==> src/rtl/vrg_pkg.sv <==
package vrg_pkg;

    localparam int VREG_COUNT = 32;
    localparam int VREG_W     = $clog2(VREG_COUNT);
    localparam int LG_W       = 3;
    localparam int NF_W       = 3;
    localparam int MAX_LOG    = 3;
    localparam int N_OPND     = 3;
    localparam int RSN_W      = 5;
    localparam int SPAN_W     = VREG_W + 5;

    localparam logic [2:0] LMUL_RESERVED = 3'd4;

    typedef enum logic [2:0] {
        CLS_PLAIN   = 3'd0,
        CLS_WIDEN   = 3'd1,
        CLS_NARROW  = 3'd2,
        CLS_MASKOUT = 3'd3,
        CLS_SEGMENT = 3'd4
    } op_class_e;

    typedef struct packed {
        logic overlap;
        logic seg_over;
        logic mask_v0;
        logic oversize;
        logic misalign;
    } reason_t;

    typedef struct packed {
        logic              used;
        logic [VREG_W-1:0] base;
        logic [LG_W-1:0]   lg;
    } operand_t;

    function automatic logic is_reserved(input logic [2:0] code);
        return code == LMUL_RESERVED;
    endfunction

    function automatic logic [LG_W-1:0] group_log(input logic [2:0] code);
        return code[2] ? '0 : LG_W'(code);
    endfunction

    function automatic logic [LG_W-1:0] wide_log(input logic [2:0] code);
        return code[2] ? '0 : LG_W'(code) + LG_W'(1);
    endfunction

    function automatic logic group_aligned(input logic [VREG_W-1:0] base,
                                           input logic [LG_W-1:0]   lg);
        logic [VREG_W:0] msk;
        msk = ((VREG_W+1)'(1) << lg) - (VREG_W+1)'(1);
        return ({1'b0, base} & msk) == '0;
    endfunction

    function automatic logic groups_hit(input logic [VREG_W-1:0] a,
                                        input logic [VREG_W-1:0] b,
                                        input logic [LG_W-1:0]   lg);
        logic [VREG_W+3:0] n, a_x, b_x;
        n   = (VREG_W+4)'(1) << lg;
        a_x = {4'b0, a};
        b_x = {4'b0, b};
        return (a_x < b_x + n) && (b_x < a_x + n);
    endfunction

endpackage

==> src/rtl/vrg_emul_map.sv <==
module vrg_emul_map
    import vrg_pkg::*;
(
    input  logic [2:0]        op_class,
    input  logic [2:0]        lmul_code,
    input  logic [VREG_W-1:0] vd,
    input  logic [VREG_W-1:0] vs1,
    input  logic [VREG_W-1:0] vs2,
    output operand_t          opnd [N_OPND],
    output logic [LG_W-1:0]   base_lg,
    output logic              reserved
);

    logic [LG_W-1:0] lg_n;
    logic [LG_W-1:0] lg_w;

    assign lg_n     = group_log(lmul_code);
    assign lg_w     = wide_log(lmul_code);
    assign base_lg  = lg_n;
    assign reserved = is_reserved(lmul_code);

    always_comb begin
        opnd[0] = '{used: 1'b1, base: vd,  lg: lg_n};
        opnd[1] = '{used: 1'b1, base: vs1, lg: lg_n};
        opnd[2] = '{used: 1'b1, base: vs2, lg: lg_n};
        case (op_class)
            CLS_WIDEN:   opnd[0].lg = lg_w;
            CLS_NARROW:  opnd[2].lg = lg_w;
            CLS_SEGMENT: begin
                opnd[1].used = 1'b0;
                opnd[2].used = 1'b0;
            end
            default: ;
        endcase
    end

endmodule

==> src/rtl/vrg_rule_eval.sv <==
module vrg_rule_eval
    import vrg_pkg::*;
(
    input  operand_t          opnd [N_OPND],
    input  logic [LG_W-1:0]   base_lg,
    input  logic              reserved,
    input  logic [2:0]        op_class,
    input  logic              masked,
    input  logic [NF_W-1:0]   seg_nf,
    output reason_t           why
);

    logic [N_OPND-1:0] mis_v;
    logic [N_OPND-1:0] big_v;

    for (genvar i = 0; i < N_OPND; i++) begin : g_opnd
        assign mis_v[i] = opnd[i].used && !group_aligned(opnd[i].base, opnd[i].lg);
        assign big_v[i] = opnd[i].used && (opnd[i].lg > LG_W'(MAX_LOG));
    end

    logic [SPAN_W-1:0] seg_span;
    logic [SPAN_W-1:0] seg_end;
    logic              seg_bad;
    logic              ovl_bad;
    logic              mv0_bad;

    always_comb begin
        seg_span = (SPAN_W'(seg_nf) + SPAN_W'(1)) << base_lg;
        seg_end  = seg_span + SPAN_W'(opnd[0].base);
        seg_bad  = (op_class == CLS_SEGMENT) && (seg_end > SPAN_W'(VREG_COUNT));
    end

    assign ovl_bad = (op_class == CLS_WIDEN) &&
                     (groups_hit(opnd[0].base, opnd[1].base, base_lg) ||
                      groups_hit(opnd[0].base, opnd[2].base, base_lg));

    assign mv0_bad = masked && (opnd[0].base == '0) && (op_class != CLS_MASKOUT);

    always_comb begin
        if (reserved) begin
            why = '1;
        end else begin
            why.misalign = |mis_v;
            why.oversize = |big_v;
            why.mask_v0  = mv0_bad;
            why.seg_over = seg_bad;
            why.overlap  = ovl_bad;
        end
    end

endmodule

==> src/rtl/vrg_out_stage.sv <==
module vrg_out_stage
    import vrg_pkg::*;
(
    input  logic    clk,
    input  logic    rst,
    input  logic    in_valid,
    input  reason_t why,
    output logic    out_valid,
    output logic    illegal,
    output reason_t reason_q
);

    always_ff @(posedge clk) begin
        if (rst) begin
            out_valid <= 1'b0;
            illegal   <= 1'b0;
            reason_q  <= '0;
        end else begin
            out_valid <= in_valid;
            illegal   <= in_valid && (|why);
            reason_q  <= in_valid ? why : '0;
        end
    end

endmodule

==> src/rtl/vrg_legality_check.sv <==
module vrg_legality_check
    import vrg_pkg::*;
(
    input  logic              clk,
    input  logic              rst,
    input  logic              in_valid,
    input  logic [VREG_W-1:0] vd,
    input  logic [VREG_W-1:0] vs1,
    input  logic [VREG_W-1:0] vs2,
    input  logic              masked,
    input  logic [NF_W-1:0]   seg_nf,
    input  logic [2:0]        op_class,
    input  logic [2:0]        lmul_code,
    output logic              out_valid,
    output logic              illegal,
    output logic [RSN_W-1:0]  reason
);

    operand_t        opnd [N_OPND];
    logic [LG_W-1:0] base_lg;
    logic            reserved;
    reason_t         why;
    reason_t         reason_q;

    vrg_emul_map u_map (
        .op_class  (op_class),
        .lmul_code (lmul_code),
        .vd        (vd),
        .vs1       (vs1),
        .vs2       (vs2),
        .opnd      (opnd),
        .base_lg   (base_lg),
        .reserved  (reserved)
    );

    vrg_rule_eval u_rules (
        .opnd     (opnd),
        .base_lg  (base_lg),
        .reserved (reserved),
        .op_class (op_class),
        .masked   (masked),
        .seg_nf   (seg_nf),
        .why      (why)
    );

    vrg_out_stage u_out (
        .clk       (clk),
        .rst       (rst),
        .in_valid  (in_valid),
        .why       (why),
        .out_valid (out_valid),
        .illegal   (illegal),
        .reason_q  (reason_q)
    );

    assign reason = reason_q;

endmodule

==> config.mk <==
export PLATFORM = sky130hd
export DESIGN_NAME = vrg_legality_check
export DESIGN_NICKNAME = d
export VERILOG_FILES = /design/src/rtl/vrg_pkg.sv /design/src/rtl/vrg_emul_map.sv /design/src/rtl/vrg_rule_eval.sv /design/src/rtl/vrg_out_stage.sv /design/src/rtl/vrg_legality_check.sv
export SDC_FILE = /design/constraint.sdc
export NUM_CORES = 1
export LEC_CHECK = 0
export BUFFER_PORTS_ARGS = -buffer_cell sky130_fd_sc_hd__buf_2
export CORE_ASPECT_RATIO = 1.25
export CORE_UTILIZATION = 57
export CTS_CLUSTER_SIZE = 28
export DETAILED_ROUTE_END_ITERATION = 7
export PLACE_DENSITY_LB_ADDON = 0.2
export REMOVE_ABC_BUFFERS = 1
export SYNTH_ARGS = -nofsm -noshare
export SYNTH_HDL_FRONTEND = slang
export SYNTH_SLANG_ARGS = --single-unit
==> constraint.sdc <==
create_clock -name clk -period 3.6 [get_ports clk]
set_input_delay 0.36 -clock clk [delete_from_list [all_inputs] [get_ports clk]]
set_output_delay 0.36 -clock clk [all_outputs]
set_load 0.005 [all_outputs]
==> results_dict.tcl, run 1 <==
set metrics [dict create \
    hpwl_mm 3.66 \
    slowest_delay_ns 0.58 \
    worstSetupStartpointType "input pin" \
    rsz0062_at_grt "false" \
    io_pins 35 \
    grt_pass1_vias 1755 \
    synth_top_family_by_area "adder cells" \
    yosysTopAreaCellShare 0.261 \
    ir_drop_mv 0.171 \
    placed_area_um2 2090 \
    ys_seq_area_frac 0.0749 \
    coreArea_um2 3030 \
    synth.area.top_cells "ha_1 26%, dfxtp_1 7.5%, a21oi_1 5.3%" \
    yosys.area.top_type "ha_1" \
    clk_pin_slew_ns 0.05 \
    place.gp.congestion 0.941 \
    layout.core_utilization 0.699 \
    status "complete, no violations" \
    whs_endpoint "u_out.out_valid" \
    hold_viol 0 \
    antenna_cells 0 \
    grt_first_pass_wirelength_mm 7.53 \
    crit_chain "buf_2 -> o21bai_1 -> inv_1 -> nor2_1 -> ha_1 -> inv_1 -> fa_1 -> xor2_1 -> nand3b_1 -> a211oi_1 -> a221oi_1 -> o311a_1 -> o31a_1 -> o21bai_1" \
    maxSlewViolCount 0 \
    yosys_most_used_dff "dfxtp_1" \
    cts-resized-gates 0 \
    dr_total_vias 1887 \
    synth_seq_cells 7 \
    yosys.area_share.xor_xnor 0.0655 \
    ctsHtreeMaxLevel 1 \
    synth_cell_types 51 \
    p_seq_frac 0.188 \
    synth-compound-area-share 0.301 \
    synth_edf_count 0 \
    initial_utilization 0.618 \
    synthAdderAreaFrac 0.303 \
    switching_power_uw 185 \
    combPwrFrac 0.654 \
    synthToLayoutAreaGrowth_pct 13.0 \
    yosys-top-cells-count "39 x ha_1, 20 x a21oi_1, 17 x inv_1, 17 x o21ai_0, 16 x nand2_1" \
    hold_path_depth 3 \
    yosys_warnings 0 \
    drive_above_1_share 0.164 \
    clock_power_share 0.158 \
    routedWlPerCell_um 14.3 \
    powerDensity_nw_per_um2 206 \
    dieArea_um2 3520 \
    clkSinkCount 7 \
    drc_errors 0 \
    postSynthAreaPerCell_um2 7.86 \
    cts_hold_buffers 0 \
    leakagePower_nw 1.07 \
    internal_power_uw 250 \
    setup_violations 0 \
    hold_class "in -> reg" \
    fin_setup_tns_ns 0 \
    arrival_ns 3.30 \
    cts_tree "built" \
    seqCellArea_um2 140 \
    synth_most_common_cell "ha_1" \
    synthMuxAreaShare 0.0167 \
    gr-total-overflow 0 \
    worst-slew-pin-transition_ns 0.670 \
    worstPathMaxFanout 16 \
    dr.pass1.iters 4 \
    antenna_left 0 \
    synthSimpleGateAreaFrac 0.198 \
    maxCapViolations 0 \
    num_rows 22 \
    crit_slowest_cell "o21bai_1" \
    fillers 277 \
    stdcell_area_um2 2120 \
    cts_inserted_buffers 3 \
    via_per_inst 6.07 \
    drt_iter0_markers 67 \
    min_from "in_valid" \
    min_period_ns 3.17 \
    portBuffers 34 \
    end_kind "register" \
    grtUsageTotal 0.281 \
    grt_max_degree 17 \
    nNetsFinal 347 \
    postCtsSetupBuffers 0 \
    max_freq_ghz 0.315 \
    slew_headroom 0.552 \
    crit_type "in -> reg" \
    cts_max_path_buffers 2 \
    antenna_found_initial 0 \
    multi_input_area_um2 1660 \
    wirelength_mm 4.45 \
    crit_required_ns 3.73 \
    power_uw 435 \
    root_buffer "clkbuf_4" \
    die_x_um 53.3 \
    netlist_area_um2 1870 \
    fin_crit_sh 0.882 \
    synthArstFlopShare 0 \
    syn_inst 238 \
    fp.dieH_um 66.1 \
    p_sw_frac 0.425 \
]
[stage by stage]
step | std cells | hold slack [ns] | setup WS [ns]
finish | 311 | 0.456 | 0.426
global route | 311 | 0.500 | 0.190
CTS | 311 | 0.453 | 0.440
detailed placement | 307 | 0.702 | 0.185
global placement | 307 | 0.691 | 0.155
floorplan | 235 | 0.499 | 0.625
[state kept, by name, indices dropped and copies added, names as in the netlist]
| name | cells |
|---|---|
| u_out.out_valid | 1 |
| u_out.reason_q | 5 |
| u_out.illegal | 1 |
[cell families (layout without fill, tap and decap cells)]
kind of cell | count (synthesis) | in the layout
compound gates | 85 | 85
simple gates | 66 | 66
fa+ha+maj | 43 | 43
buf+inv | 20 | 57
xor+xnor | 14 | 14
flops | 7 | 7
mux | 3 | 3
[routing by layer]
layer,wire length [µm],up-vias,part of all wire,global-route usage
met3,138,10,0.031,0
li1,-,971,-,-
met4,125,0,0.028,0.102
met1,2010,851,0.45,0.355
met2,2180,55,0.49,0.495
met5,0,-,0,0
[power groups by stage]
stage / Clock [mW] / Sequential, mW / Combinational, mW
2_1_floorplan: 0 / 0.0842 / 0.200
3_3_place_gp: 0 / 0.0833 / 0.277
3_5_place_dp: 0 / 0.0833 / 0.282
4_1_cts: 0.0692 / 0.0817 / 0.284
5_1_grt: 0.0738 / 0.0821 / 0.327
6_report: 0.0686 / 0.0817 / 0.285
[worst max-delay path: cells and delay by family]
kind | cells | cell delay, ns
AO/OA/AOI/OAI | 6 | 1.62
XOR/XNOR | 1 | 0.14
adder cells (fa/ha/maj) | 2 | 0.56
buffers and inverters | 3 | 0.36
AND/OR/NAND/NOR | 2 | 0.25
[layout by cell type (no fill, tap or decap), types with 2 or more instances in the layout]
cell,Yosys,routed
ha_1,39,39
buf_2,1,34
a21oi_1,20,20
inv_1,17,17
o21ai_0,17,17
nand2_1,16,16
nor2_1,15,15
a21o_1,10,10
xor2_1,7,7
a31oi_1,7,7
xnor2_1,7,7
dfxtp_1,7,7
nand2b_1,5,5
nor2b_1,4,4
nand3_1,4,4
o21bai_1,4,4
nor3_1,4,4
nor3b_1,4,4
fa_1,4,4
a22oi_1,3,3
and3_1,3,3
o31ai_1,3,3
a211oi_1,3,3
clkbuf_4,0,3
a21boi_0,2,2
mux2i_1,2,2
o211ai_1,2,2
nand3b_1,2,2
a221oi_1,2,2
buf_4,0,2
[worst max path at each step]
stage | start | end | slack, ns | cells after the start
2_1_floorplan | lmul_code[2] | u_out.illegal | 0.63 | 12
4_1_cts | lmul_code[0] | u_out.illegal | 0.44 | 14
3_3_place_gp | lmul_code[0] | u_out.illegal | 0.16 | 14
5_1_grt | lmul_code[0] | u_out.illegal | 0.19 | 14
6_report | lmul_code[0] | u_out.illegal | 0.43 | 14
3_5_place_dp | lmul_code[0] | u_out.illegal | 0.19 | 14
[layout make-up]
| type | instances | share of cell area |
|---|---|---|
| clock buffers | 4 | 0.0124 |
| multi-input cells | 211 | 0.782 |
| repair buffers | 36 | 0.0875 |
| well taps | 36 | 0.0213 |
| flip-flops and latches | 7 | 0.0662 |
| inverters | 17 | 0.0302 |
Power figures use the tool's default switching activity.
==> inputs of run 2 (changes only) <==
Settings changed: CORE_UTILIZATION 57 to 58, CTS_BUF_LIST set to sky130_fd_sc_hd__clkbuf_4.
==> run 2 against run 1 <==
Against the previous run: sequential power hardly changed; combinational power hardly changed; critical path depth stayed put; global-route usage is 1.1 points higher; first-iteration DRC count is 19% lower; core utilization is 1.0 points higher; maximum frequency is 0.32% lower; die area is 1.7% lower; critical endpoint unchanged; highest routed layer unchanged.
==> results_dict.tcl, run 2 (synthesis gave the netlist of run 1 again) <==
set metrics [dict create \
    antenna_found_initial 0 \
    cts_tree "built" \
    drt_iter0_markers 54 \
    fillers 261 \
    dr_total_vias 1928 \
    fin_setup_tns_ns 0 \
    slew_headroom 0.567 \
    cts_inserted_buffers 3 \
    grt_first_pass_wirelength_mm 7.62 \
    dr.pass1.iters 4 \
    p_sw_frac 0.422 \
    cts_hold_buffers 0 \
    grt_max_degree 17 \
    hold_viol 0 \
    nNetsFinal 348 \
    dieArea_um2 3460 \
    post-place-ws_ns 0.135 \
    worstPathMaxFanout 16 \
    cts_max_path_buffers 2 \
    switching_power_uw 189 \
    worst-slew-pin-transition_ns 0.648 \
    arrival_ns 3.32 \
    die_x_um 52.8 \
    maxSlewViolCount 0 \
    antenna_left 0 \
    whs_endpoint "u_out.out_valid" \
    seqCellArea_um2 140 \
    initial_utilization 0.624 \
    setup_violations 0 \
    layout_setup_ws_ns 0.416 \
    layout_common_cells "39 x ha_1, 34 x buf_2, 20 x a21oi_1" \
    drive_above_1_share 0.170 \
    root_buffer "clkbuf_4" \
    fin_crit_sh 0.884 \
    coreArea_um2 3000 \
    top_layer "met4" \
    place.gp.congestion 1.03 \
    fp.dieH_um 65.5 \
    status "complete, no violations" \
    max_freq_ghz 0.314 \
    clk_pin_slew_ns 0.05 \
    wl_met1_mm 2.01 \
    ir_drop_mv 0.172 \
    met2_length_mm 2.30 \
    via_per_inst 6.18 \
    clock_power_share 0.177 \
    grtUsageTotal 0.292 \
    num_rows 22 \
    powerDensity_nw_per_um2 211 \
    hold_class "in -> reg" \
    wl_met3_um 155 \
    combPwrFrac 0.640 \
    antenna_cells 0 \
    cts-resized-gates 0 \
    fin_cells 312 \
    largest_reg_flops 5 \
    placed_area_um2 2100 \
    leakagePower_nw 1.08 \
    min_period_ns 3.18 \
    portBuffers 34 \
    wirelength_mm 4.54 \
    dp.cells 308 \
    io_pins 35 \
    synthToLayoutAreaGrowth_pct 13.6 \
    internal_power_uw 259 \
    drc_errors 0 \
    p_seq_frac 0.182 \
    ctsHtreeMaxLevel 1 \
    routedWlPerCell_um 14.6 \
    hold_path_depth 3 \
    worstSetupStartpointType "input pin" \
    hpwl_mm 3.74 \
    multi_input_area_um2 1660 \
    maxCapViolations 0 \
    reg.largest.list "u_out.reason_q: 5 flops, u_out.illegal: 1 flops, u_out.out_valid: 1 flops" \
    rsz0062_at_grt "false" \
    min_from "in_valid" \
    crit_required_ns 3.74 \
    crit_type "in -> reg" \
    top_register "u_out.reason_q" \
    gr-total-overflow 0 \
    end_kind "register" \
    layout_commonest_cell "ha_1" \
    postCtsSetupBuffers 0 \
    clkSinkCount 7 \
    stdcell_area_um2 2130 \
    grt_pass1_vias 1724 \
]
==> run 2: cell count changes in the layout (fill, tap and decap cells not counted) <==
cell,change
buf_4,+1
clkbuf_1,-1
clkbuf_4,+1
==> run 2: routing by layer <==
layer	vias up	GRT usage
li1	974	-
met1	894	0.362
met2	54	0.516
met3	6	0.0185
met4	0	0.102
met5	-	0
==> run 2: worst max-delay path by stage <==
| stage | depth (start not counted) | from | endpoint |
|---|---|---|---|
| global placement | 14 | lmul_code[0] | u_out.illegal |
| global route | 14 | lmul_code[0] | u_out.illegal |
| CTS | 14 | lmul_code[0] | u_out.illegal |
| detailed placement | 14 | lmul_code[0] | u_out.illegal |
| finish | 14 | lmul_code[0] | u_out.illegal |
| floorplan | 12 | lmul_code[2] | u_out.illegal |
==> run 2: area by class of cell <==
| class | instances | share of cell area |
|---|---|---|
| clock buffers | 4 | 0.0141 |
| inverters | 17 | 0.0300 |
| multi-input cells | 211 | 0.778 |
| flip-flops and latches | 7 | 0.0659 |
| well taps | 36 | 0.0212 |
| repair buffers | 37 | 0.0906 |
==> run 2: power by group through the flow <==
stage | Clock [mW] | Combinational (mW) | Sequential (mW)
after detailed placement | 0 | 0.285 | 0.0834
after floorplan | 0 | 0.200 | 0.0842
after CTS | 0.0805 | 0.286 | 0.0818
after global placement | 0 | 0.276 | 0.0834
after global routing | 0.0847 | 0.327 | 0.0823
final | 0.0796 | 0.287 | 0.0818
==> run 2: critical path, stage by stage <==
cell	delay, ns
buf_2	0.18
o21bai_1	0.56
inv_1	0.13
nor2_1	0.12
ha_1	0.17
inv_1	0.05
fa_1	0.40
xor2_1	0.15
nand3b_1	0.13
a211oi_1	0.25
a221oi_1	0.07
o311a_1	0.33
o31a_1	0.25
o21bai_1	0.15
==> run 2: through the flow <==
step	utilization	hold WS [ns]	power, mW
after floorplan	-	0.499	0.285
after global placement	0.699	0.690	0.359
after detailed placement	0.699	0.722	0.368
after CTS	0.709	0.463	0.449
after global routing	0.709	0.476	0.494
final	0.709	0.459	0.448
==> inputs of run 3 (changes only) <==
Settings changed: CORE_UTILIZATION 58 to 30, SLEW_MARGIN set to 20.
==> run 3 against run 2 <==
Against the previous run: clock power is 4.6% lower; sequential cell count stayed put; wire length up 12%; hold slack gained 0.0054 ns; combinational power about the same; clock-buffer cell count did not move; critical endpoint unchanged; core utilization fell by 34 points; worst setup slack better by 0.0066 ns; total power is 0.29% lower; sequential share of layout area fell by 0.20 points.
==> results_dict.tcl, run 3 (synthesis gave the netlist of run 1 again) <==
set metrics [dict create \
    hold_class "in -> reg" \
    portBuffers 34 \
    dr_total_vias 1866 \
    fin_setup_tns_ns 0 \
    drt_iter0_markers 164 \
    nNetsFinal 349 \
    min_from "in_valid" \
    maxCapViolations 0 \
    end_kind "register" \
    grt_first_pass_wirelength_mm 8.36 \
    coreArea_um2 5900 \
    cts_max_path_buffers 2 \
    powerDensity_nw_per_um2 204 \
    fin_cells 359 \
    reg.largest.list "u_out.reason_q: 5 flops, u_out.illegal: 1 flops, u_out.out_valid: 1 flops" \
    worst-slew-pin-transition_ns 0.561 \
    max_freq_ghz 0.315 \
    drive_above_1_share 0.173 \
    stdcell_area_um2 2190 \
    hpwl_mm 4.24 \
    dieArea_um2 6560 \
    worstSetupStartpointType "input pin" \
    dp.cells 355 \
    num_rows 31 \
    ir_drop_mv 0.0731 \
    status "complete, no violations" \
    worstPathMaxFanout 16 \
    initial_utilization 0.317 \
    cts_tree "built" \
    maxSlewViolCount 0 \
    via_per_inst 5.20 \
    ctsHtreeMaxLevel 1 \
    gr-total-overflow 0 \
    cts_inserted_buffers 3 \
    synthToLayoutAreaGrowth_pct 17.1 \
    place.gp.congestion 0.779 \
    dr.pass1.iters 4 \
    power_uw 447 \
    cp-startpoint "lmul_code[0]" \
    top_register "u_out.reason_q" \
    fp.dieH_um 90.3 \
    rsz0062_at_grt "false" \
    crit_type "in -> reg" \
    antenna_found_initial 0 \
    largest_reg_flops 5 \
    postCtsSetupBuffers 0 \
    leakagePower_nw 1.09 \
    die_x_um 72.7 \
    grtUsageTotal 0.160 \
    setup_violations 0 \
    min_period_ns 3.18 \
    grt_pass1_vias 1723 \
    antenna_left 0 \
    grt_max_degree 17 \
    slew_headroom 0.625 \
    clk_pin_slew_ns 0.05 \
    wirelength_mm 5.07 \
    layout_commonest_cell "ha_1" \
    layout.core_utilization 0.372 \
    drc_errors 0 \
    antenna_cells 0 \
    placed_area_um2 2160 \
    fin_crit_sh 0.883 \
    root_buffer "clkbuf_4" \
    arrival_ns 3.30 \
    hold_viol 0 \
    io_pins 35 \
    routedWlPerCell_um 14.1 \
    cts_hold_buffers 0 \
    crit_required_ns 3.73 \
    cts-resized-gates 0 \
    layout_common_cells "39 x ha_1, 34 x buf_2, 20 x a21oi_1" \
    clkSinkCount 7 \
]
run 3: stage by stage:
stage	setup WS [ns]	hold WS, ns
2_1_floorplan	0.625	0.499
3_3_place_gp	0.271	0.705
3_5_place_dp	0.177	0.712
4_1_cts	0.432	0.463
5_1_grt	0.175	0.478
6_report	0.423	0.464
run 3: path summary, 6_finish.rpt:
kind	endpoint	slack, ns	depth (start not counted)
worst max-delay path	u_out.illegal	0.42	14
worst min-delay path	u_out.out_valid	0.46	3
run 3: report_power, final:
group          leakage (nW)  internal (mW)  switching [mW]
registers            0.0574         0.0812        0.000573
logic                  1.01          0.128           0.161
clock network        0.0184         0.0496          0.0262
total                  1.09          0.259           0.188
run 3: final cells by class:
type | count | area, µm²
clock buffers | 4 | 30.0
fillers | 661 | 3700
inverters | 17 | 63.8
multi-input cells | 211 | 1660
flip-flops and latches | 7 | 140
well taps | 82 | 103
repair buffers | 38 | 200
run 3: critical path, stage by stage:
cell	delay [ns]
buf_2	0.19
o21bai_1	0.50
inv_1	0.15
nor2_1	0.12
ha_1	0.18
inv_1	0.06
fa_1	0.40
xor2_1	0.14
nand3b_1	0.14
a211oi_1	0.25
a221oi_1	0.08
o311a_1	0.33
o31a_1	0.26
o21bai_1	0.15
run 3: metal layers:
metal | vias to the layer above | GRT usage | wire (µm)
li1 | 970 | - | -
met1 | 847 | 0.208 | 2390
met2 | 45 | 0.285 | 2510
met5 | - | 0 | 0
met4 | 0 | 0.0376 | 37
met3 | 4 | 0.00670 | 127
